--- config.mk ---
export PLATFORM = sky130hd
export DESIGN_NAME = adc_scan_seq
export DESIGN_NICKNAME = d
export VERILOG_FILES = /design/src/rtl/adc_scan_pkg.sv /design/src/rtl/adc_scan_cfg.sv /design/src/rtl/adc_scan_timer.sv /design/src/rtl/adc_scan_fsm.sv /design/src/rtl/adc_scan_seq.sv
export SDC_FILE = /design/constraint.sdc
export NUM_CORES = 1
export LEC_CHECK = 0
export BUFFER_PORTS_ARGS = -buffer_cell sky130_fd_sc_hd__buf_4
export CAP_MARGIN = 40
export CORE_UTILIZATION = 58
export CTS_CLUSTER_SIZE = 12
export DETAILED_ROUTE_END_ITERATION = 12
export PLACE_DENSITY = 0.83
export RECOVER_POWER = 50
export SLEW_MARGIN = 20
export SYNTH_ARGS = -nofsm -noshare
export SYNTH_HDL_FRONTEND = slang
export SYNTH_SLANG_ARGS = --single-unit
--- constraint.sdc ---
create_clock -name clk_i -period 5.85 [get_ports clk_i]
set_input_delay 1.17 -clock clk_i [delete_from_list [all_inputs] [get_ports clk_i]]
set_output_delay 1.17 -clock clk_i [all_outputs]
set_load 0.02 [all_outputs]
--- src/rtl/adc_scan_pkg.sv ---
package adc_scan_pkg;
  localparam int unsigned WIN_W = 8;

  typedef enum logic [2:0] {
    ST_IDLE,
    ST_SAMPLE,
    ST_CONV,
    ST_WAIT,
    ST_PAUSE
  } scan_state_e;

  typedef enum logic [1:0] {
    MODE_ONCE   = 2'b00,
    MODE_REPEAT = 2'b01,
    MODE_STEP   = 2'b10,
    MODE_ONCE_B = 2'b11
  } scan_mode_e;

  // non-linear sample window table
  function automatic logic [WIN_W-1:0] win_cycles(input logic [2:0] code);
    case (code)
      3'd0:    win_cycles = 8'd4;
      3'd1:    win_cycles = 8'd6;
      3'd2:    win_cycles = 8'd8;
      3'd3:    win_cycles = 8'd12;
      3'd4:    win_cycles = 8'd24;
      3'd5:    win_cycles = 8'd36;
      3'd6:    win_cycles = 8'd48;
      default: win_cycles = 8'd128;
    endcase
  endfunction
endpackage

--- src/rtl/adc_scan_cfg.sv ---
module adc_scan_cfg
  import adc_scan_pkg::*;
#(
  parameter int unsigned CH_W = 4
) (
  input  logic            clk_i,
  input  logic            rst_ni,
  input  logic            busy_i,
  input  logic            wr_start_i,
  input  logic [CH_W-1:0] start_ch_i,
  input  logic            wr_end_i,
  input  logic [CH_W-1:0] end_ch_i,
  input  logic            wr_ctrl_i,
  input  logic [1:0]      mode_i,
  input  logic [2:0]      stime_i,
  output logic [CH_W-1:0] start_q_o,
  output logic [CH_W-1:0] end_q_o,
  output scan_mode_e      mode_q_o,
  output logic [2:0]      stime_q_o
);
  // first channel may be rewritten any time; it only takes effect at the next start or wrap
  always_ff @(posedge clk_i or negedge rst_ni) begin
    if (!rst_ni) start_q_o <= '0;
    else if (wr_start_i) start_q_o <= start_ch_i;
  end

  // range end and timing are frozen while a scan owns them
  always_ff @(posedge clk_i or negedge rst_ni) begin
    if (!rst_ni) end_q_o <= '0;
    else if (wr_end_i && !busy_i) end_q_o <= end_ch_i;
  end

  always_ff @(posedge clk_i or negedge rst_ni) begin
    if (!rst_ni) begin
      mode_q_o  <= MODE_ONCE;
      stime_q_o <= '0;
    end else if (wr_ctrl_i && !busy_i) begin
      mode_q_o  <= scan_mode_e'(mode_i);
      stime_q_o <= stime_i;
    end
  end
endmodule

--- src/rtl/adc_scan_timer.sv ---
module adc_scan_timer
  import adc_scan_pkg::*;
#(
  parameter int unsigned CNT_W = 8
) (
  input  logic       clk_i,
  input  logic       rst_ni,
  input  logic       en_i,
  input  logic [2:0] code_i,
  output logic       last_o
);
  logic [CNT_W-1:0] cnt_q;
  logic [CNT_W-1:0] lim;

  assign lim    = CNT_W'(win_cycles(code_i)) - CNT_W'(1);
  assign last_o = en_i && (cnt_q == lim);

  always_ff @(posedge clk_i or negedge rst_ni) begin
    if (!rst_ni)   cnt_q <= '0;
    else if (!en_i) cnt_q <= '0;
    else           cnt_q <= cnt_q + CNT_W'(1);
  end
endmodule

--- src/rtl/adc_scan_fsm.sv ---
module adc_scan_fsm
  import adc_scan_pkg::*;
#(
  parameter int unsigned CH_W = 4
) (
  input  logic            clk_i,
  input  logic            rst_ni,
  input  logic            trig_i,
  input  logic            stop_i,
  input  logic            done_i,
  input  logic            win_last_i,
  input  logic [CH_W-1:0] start_ch_i,
  input  logic [CH_W-1:0] end_ch_i,
  input  scan_mode_e      mode_i,
  output scan_state_e     state_o,
  output logic [CH_W-1:0] ch_o,
  output logic            scan_done_o,
  output logic            cfg_err_o
);
  scan_state_e     st_q, st_d;
  logic [CH_W-1:0] ch_q, ch_d;
  logic            done_d, err_d;
  logic            at_end;
  logic [CH_W-1:0] ch_next;

  assign at_end  = (ch_q == end_ch_i);
  assign ch_next = at_end ? start_ch_i : ch_q + CH_W'(1);

  always_comb begin
    st_d   = st_q;
    ch_d   = ch_q;
    done_d = 1'b0;
    err_d  = 1'b0;
    if (stop_i) begin
      st_d = ST_IDLE;
    end else begin
      unique case (st_q)
        ST_IDLE: if (trig_i) begin
          if (start_ch_i > end_ch_i) err_d = 1'b1;
          else begin
            st_d = ST_SAMPLE;
            ch_d = start_ch_i;
          end
        end
        ST_SAMPLE: if (win_last_i) st_d = ST_CONV;
        ST_CONV:   st_d = ST_WAIT;
        ST_WAIT: if (done_i) begin
          if (mode_i == MODE_STEP) begin
            st_d = ST_PAUSE;
          end else if (!at_end || mode_i == MODE_REPEAT) begin
            st_d = ST_SAMPLE;
            ch_d = ch_next;
          end else begin
            st_d   = ST_IDLE;
            done_d = 1'b1;
          end
        end
        ST_PAUSE: if (trig_i) begin
          st_d = ST_SAMPLE;
          ch_d = ch_next;
        end
        default: st_d = ST_IDLE;
      endcase
    end
  end

  always_ff @(posedge clk_i or negedge rst_ni) begin
    if (!rst_ni) begin
      st_q        <= ST_IDLE;
      ch_q        <= '0;
      scan_done_o <= 1'b0;
      cfg_err_o   <= 1'b0;
    end else begin
      st_q        <= st_d;
      ch_q        <= ch_d;
      scan_done_o <= done_d;
      cfg_err_o   <= err_d;
    end
  end

  assign state_o = st_q;
  assign ch_o    = ch_q;
endmodule

--- src/rtl/adc_scan_seq.sv ---
module adc_scan_seq
  import adc_scan_pkg::*;
#(
  parameter int unsigned CH_W  = 4,
  parameter int unsigned CNT_W = 8
) (
  input  logic            clk_i,
  input  logic            rst_ni,
  input  logic            wr_start_i,
  input  logic [CH_W-1:0] start_ch_i,
  input  logic            wr_end_i,
  input  logic [CH_W-1:0] end_ch_i,
  input  logic            wr_ctrl_i,
  input  logic [1:0]      mode_i,
  input  logic [2:0]      stime_i,
  input  logic            trig_i,
  input  logic            stop_i,
  input  logic            conv_done_i,
  output logic [CH_W-1:0] mux_sel_o,
  output logic            sample_o,
  output logic            conv_req_o,
  output logic            busy_o,
  output logic            paused_o,
  output logic            scan_done_o,
  output logic            cfg_err_o,
  output logic [CH_W-1:0] start_rd_o,
  output logic [CH_W-1:0] end_rd_o
);
  logic [CH_W-1:0] start_q, end_q, ch_q;
  scan_mode_e      mode_q;
  logic [2:0]      stime_q;
  scan_state_e     st_q;
  logic            win_last;

  adc_scan_cfg #(.CH_W(CH_W)) u_cfg (
    .clk_i      (clk_i),
    .rst_ni     (rst_ni),
    .busy_i     (busy_o),
    .wr_start_i (wr_start_i),
    .start_ch_i (start_ch_i),
    .wr_end_i   (wr_end_i),
    .end_ch_i   (end_ch_i),
    .wr_ctrl_i  (wr_ctrl_i),
    .mode_i     (mode_i),
    .stime_i    (stime_i),
    .start_q_o  (start_q),
    .end_q_o    (end_q),
    .mode_q_o   (mode_q),
    .stime_q_o  (stime_q)
  );

  adc_scan_timer #(.CNT_W(CNT_W)) u_timer (
    .clk_i  (clk_i),
    .rst_ni (rst_ni),
    .en_i   (st_q == ST_SAMPLE),
    .code_i (stime_q),
    .last_o (win_last)
  );

  adc_scan_fsm #(.CH_W(CH_W)) u_fsm (
    .clk_i       (clk_i),
    .rst_ni      (rst_ni),
    .trig_i      (trig_i),
    .stop_i      (stop_i),
    .done_i      (conv_done_i),
    .win_last_i  (win_last),
    .start_ch_i  (start_q),
    .end_ch_i    (end_q),
    .mode_i      (mode_q),
    .state_o     (st_q),
    .ch_o        (ch_q),
    .scan_done_o (scan_done_o),
    .cfg_err_o   (cfg_err_o)
  );

  // all strobes decode straight from the state register
  assign sample_o   = (st_q == ST_SAMPLE);
  assign conv_req_o = (st_q == ST_CONV);
  assign busy_o     = (st_q != ST_IDLE);
  assign paused_o   = (st_q == ST_PAUSE);
  assign mux_sel_o  = ch_q;
  assign start_rd_o = ch_q;
  assign end_rd_o   = end_q;
endmodule

==> impl_metrics.tcl <==
set metrics [dict create \
    p_per_area_nw_per_um2 427.8 \
    htreeDepth 2 \
    routabilityCongestion 0.8016 \
    path_max_fanout 11 \
    setup_viol 0 \
    ys_async_sr_fraction_pct 100.0 \
    setup_slack_ns 3.113 \
    die-area_um2 3409 \
    drive_above_1_share_pct 25.79 \
    post_cts_resized 0 \
    slew_viol_final 31 \
    slowest_delay_ns 0.49 \
    min_path_type "flop to flop" \
    hold_buffers 0 \
    seq_area_um2 750.7 \
    cts_sinks 30 \
    clock_latency_ns 0.34 \
    multi_input_area_um2 965.9 \
    overflow 0 \
    yosysWarningCount 0 \
    vdd_drop_max_mv 0.2722 \
    synth_area_leader_cell "dfrtp_1" \
    area_delta_synth_final_pct 16.62 \
    drt_drc_violations_left 0 \
    synth_nets 217 \
    firstDrtPassIters 4 \
    ios 39 \
    p_total_w 0.0009201 \
    drt_first_iter_violations 81 \
    cts_buffer_depth 2 \
    initial_core_util_pct 60.91 \
    grt_pass1_wl_um 6348 \
    layout_common_cells "36 x buf_4, 30 x dfrtp_1, 13 x nor2_1" \
    arrival_ns 1.57 \
    cts_root_buf "clkbuf_4" \
    clk_pin_slew_worst_paths_ns 0.10 \
    wire_per_inst_um 14.25 \
    pre_cts_slack_ns 3.483 \
    fmax_mhz 365.4 \
    die_h_um 58.39 \
    viasPerCell 5.626 \
    cts_tree "built" \
    fin_crit_sh_pct 46.78 \
    worst_setup_path_end_kind "output port" \
    diodes 0 \
    post-route-min-period_ns 2.737 \
    slowest_stage "dfrtp_1" \
    detailed_place_hpwl_um 2991 \
    status "finished with violations" \
    cap_violations 1 \
    post_cts_buffers 0 \
    cts-buffers-inserted 5 \
    worst_slew_pin_slew_ns 1.525 \
    rsz0062_at_grt "false" \
    vias 1491 \
    grt_usage_pct 24.80 \
    synth_area_per_cell_um2 9.758 \
    antenna_found_initial 0 \
    yosysSeqAreaShare_pct 40.71 \
    grt_pass1_vias 1456 \
    synth_edf_count 0 \
    crit_chain "nor3_1 -> inv_1 -> buf_4" \
    synth.top_cell.area_share_pct 40.71 \
    num_rows 20 \
    ys.flop_type "dfrtp_1" \
    drt_wl_total_um 3775 \
    nFillCells 240 \
    die_x_um 58.39 \
    start_kind "flop" \
    fin_nets 248 \
    r2r_setup_slack_ns 3.51 \
    synth_cells 189 \
    mostFrequentLayoutCell "buf_4" \
    leakage_nw 1.008 \
    ys_top_cells_by_area "dfrtp_1 41%, ha_1 4.7%, xor2_1 4.7%" \
    syn-cell-area_um2 1844 \
    critPathBufInv 2 \
    violations "max-capacitance violations, max-slew violations" \
    worstSetupPathType "flop to output port" \
    fin_skew_ns 0.01602 \
    hold_violations 0 \
    synth_seq_cells 30 \
    portBuffers 38 \
    critical_path.top_delay_family "flip-flops" \
    grt_max_degree 31 \
    antenna_left 0 \
    synth_cell_types 45 \
    utilization_pct 71.03 \
    core_area_um2 3028 \
    worstPathRequired_ns 4.68 \
    tns_ns 0 \
    maxSlewHeadroom_pct -1.663 \
]
## routing by layer
layer  wire, um  GRT usage (%)
met1       1540          26.86
met2       2043          46.31
met3        126          6.374
met4         64          9.184
met5          0              0
## synth_stat cells, types with 2 or more instances
cell	number
dfrtp_1	30
nor2_1	13
nand2_1	11
o21ai_0	11
inv_1	10
xor2_1	10
nand3_1	9
ha_1	7
mux2_2	7
a21oi_1	6
xnor2_1	6
buf_4	5
and2_1	4
and3_1	4
clkbuf_1	4
mux2i_1	4
nand2b_1	4
a211oi_1	3
buf_2	3
nor3_1	3
nor3b_1	3
a22o_1	2
and4b_1	2
buf_6	2
nor2b_1	2
nor4b_1	2
o211ai_1	2
o22ai_1	2
o32a_1	2
## through the flow
stage | instance area, um2 | hold WS [ns] | cells
after floorplan | 1844 | 0.4812 | 189
after global placement | 2095 | 0.5061 | 257
after detailed placement | 2095 | 0.5120 | 257
after CTS | 2158 | 0.5318 | 265
after global routing | 2151 | 0.5600 | 265
final | 2151 | 0.5350 | 265
## sequential cells by signal, indices dropped and copies added (netlist names)
name / cells
u_cfg.end_q_o: 4
u_cfg.mode_q_o: 2
u_cfg.start_q_o: 4
u_cfg.stime_q_o: 3
u_fsm.cfg_err_o: 1
u_fsm.ch_o: 4
u_fsm.scan_done_o: 1
u_fsm.state_o: 3
u_timer.cnt_q: 8
## path summary, 6_finish.rpt
path,cells past startpoint,to,startpoint
max,3,busy_o,u_fsm.state_o[1]
min,1,u_cfg.mode_q_o[0],u_cfg.mode_q_o[0]
max reg2reg,7,u_fsm.state_o[0],u_cfg.stime_q_o[0]
min reg2reg,1,u_cfg.mode_q_o[0],u_cfg.mode_q_o[0]
max in group asynchronous,1,u_fsm.state_o[2],rst_ni
min in group asynchronous,1,u_timer.cnt_q[7],rst_ni
## report_power, final
group          switching (W)  internal [W]
Sequential         0.0000826      0.000258
Clock              0.0000714     0.0000577
Combinational       0.000245      0.000206
## logic make-up after synthesis
group / after synthesis / synth area share, %
muxes: 11 / 6.445
xor gates and xnor gates: 17 / 8.480
adders and majority gates: 7 / 4.749
and+or+nand+nor: 64 / 19.47
AOI/OAI and AO/OA: 36 / 13.23
DFF: 30 / 40.71
buffers and inverters: 24 / 6.920
## cell type report
cell class                      count  area share [%]
Clock buffer                        6           2.385
Multi-Input combinational cell    135           44.91
Sequential cell                    30           34.90
Tap cell                           44           2.560
Inverter                           10           1.745
Clock inverter                      2          0.5817
Timing Repair Buffer               38           12.91
Power figures use the tool's default switching activity.
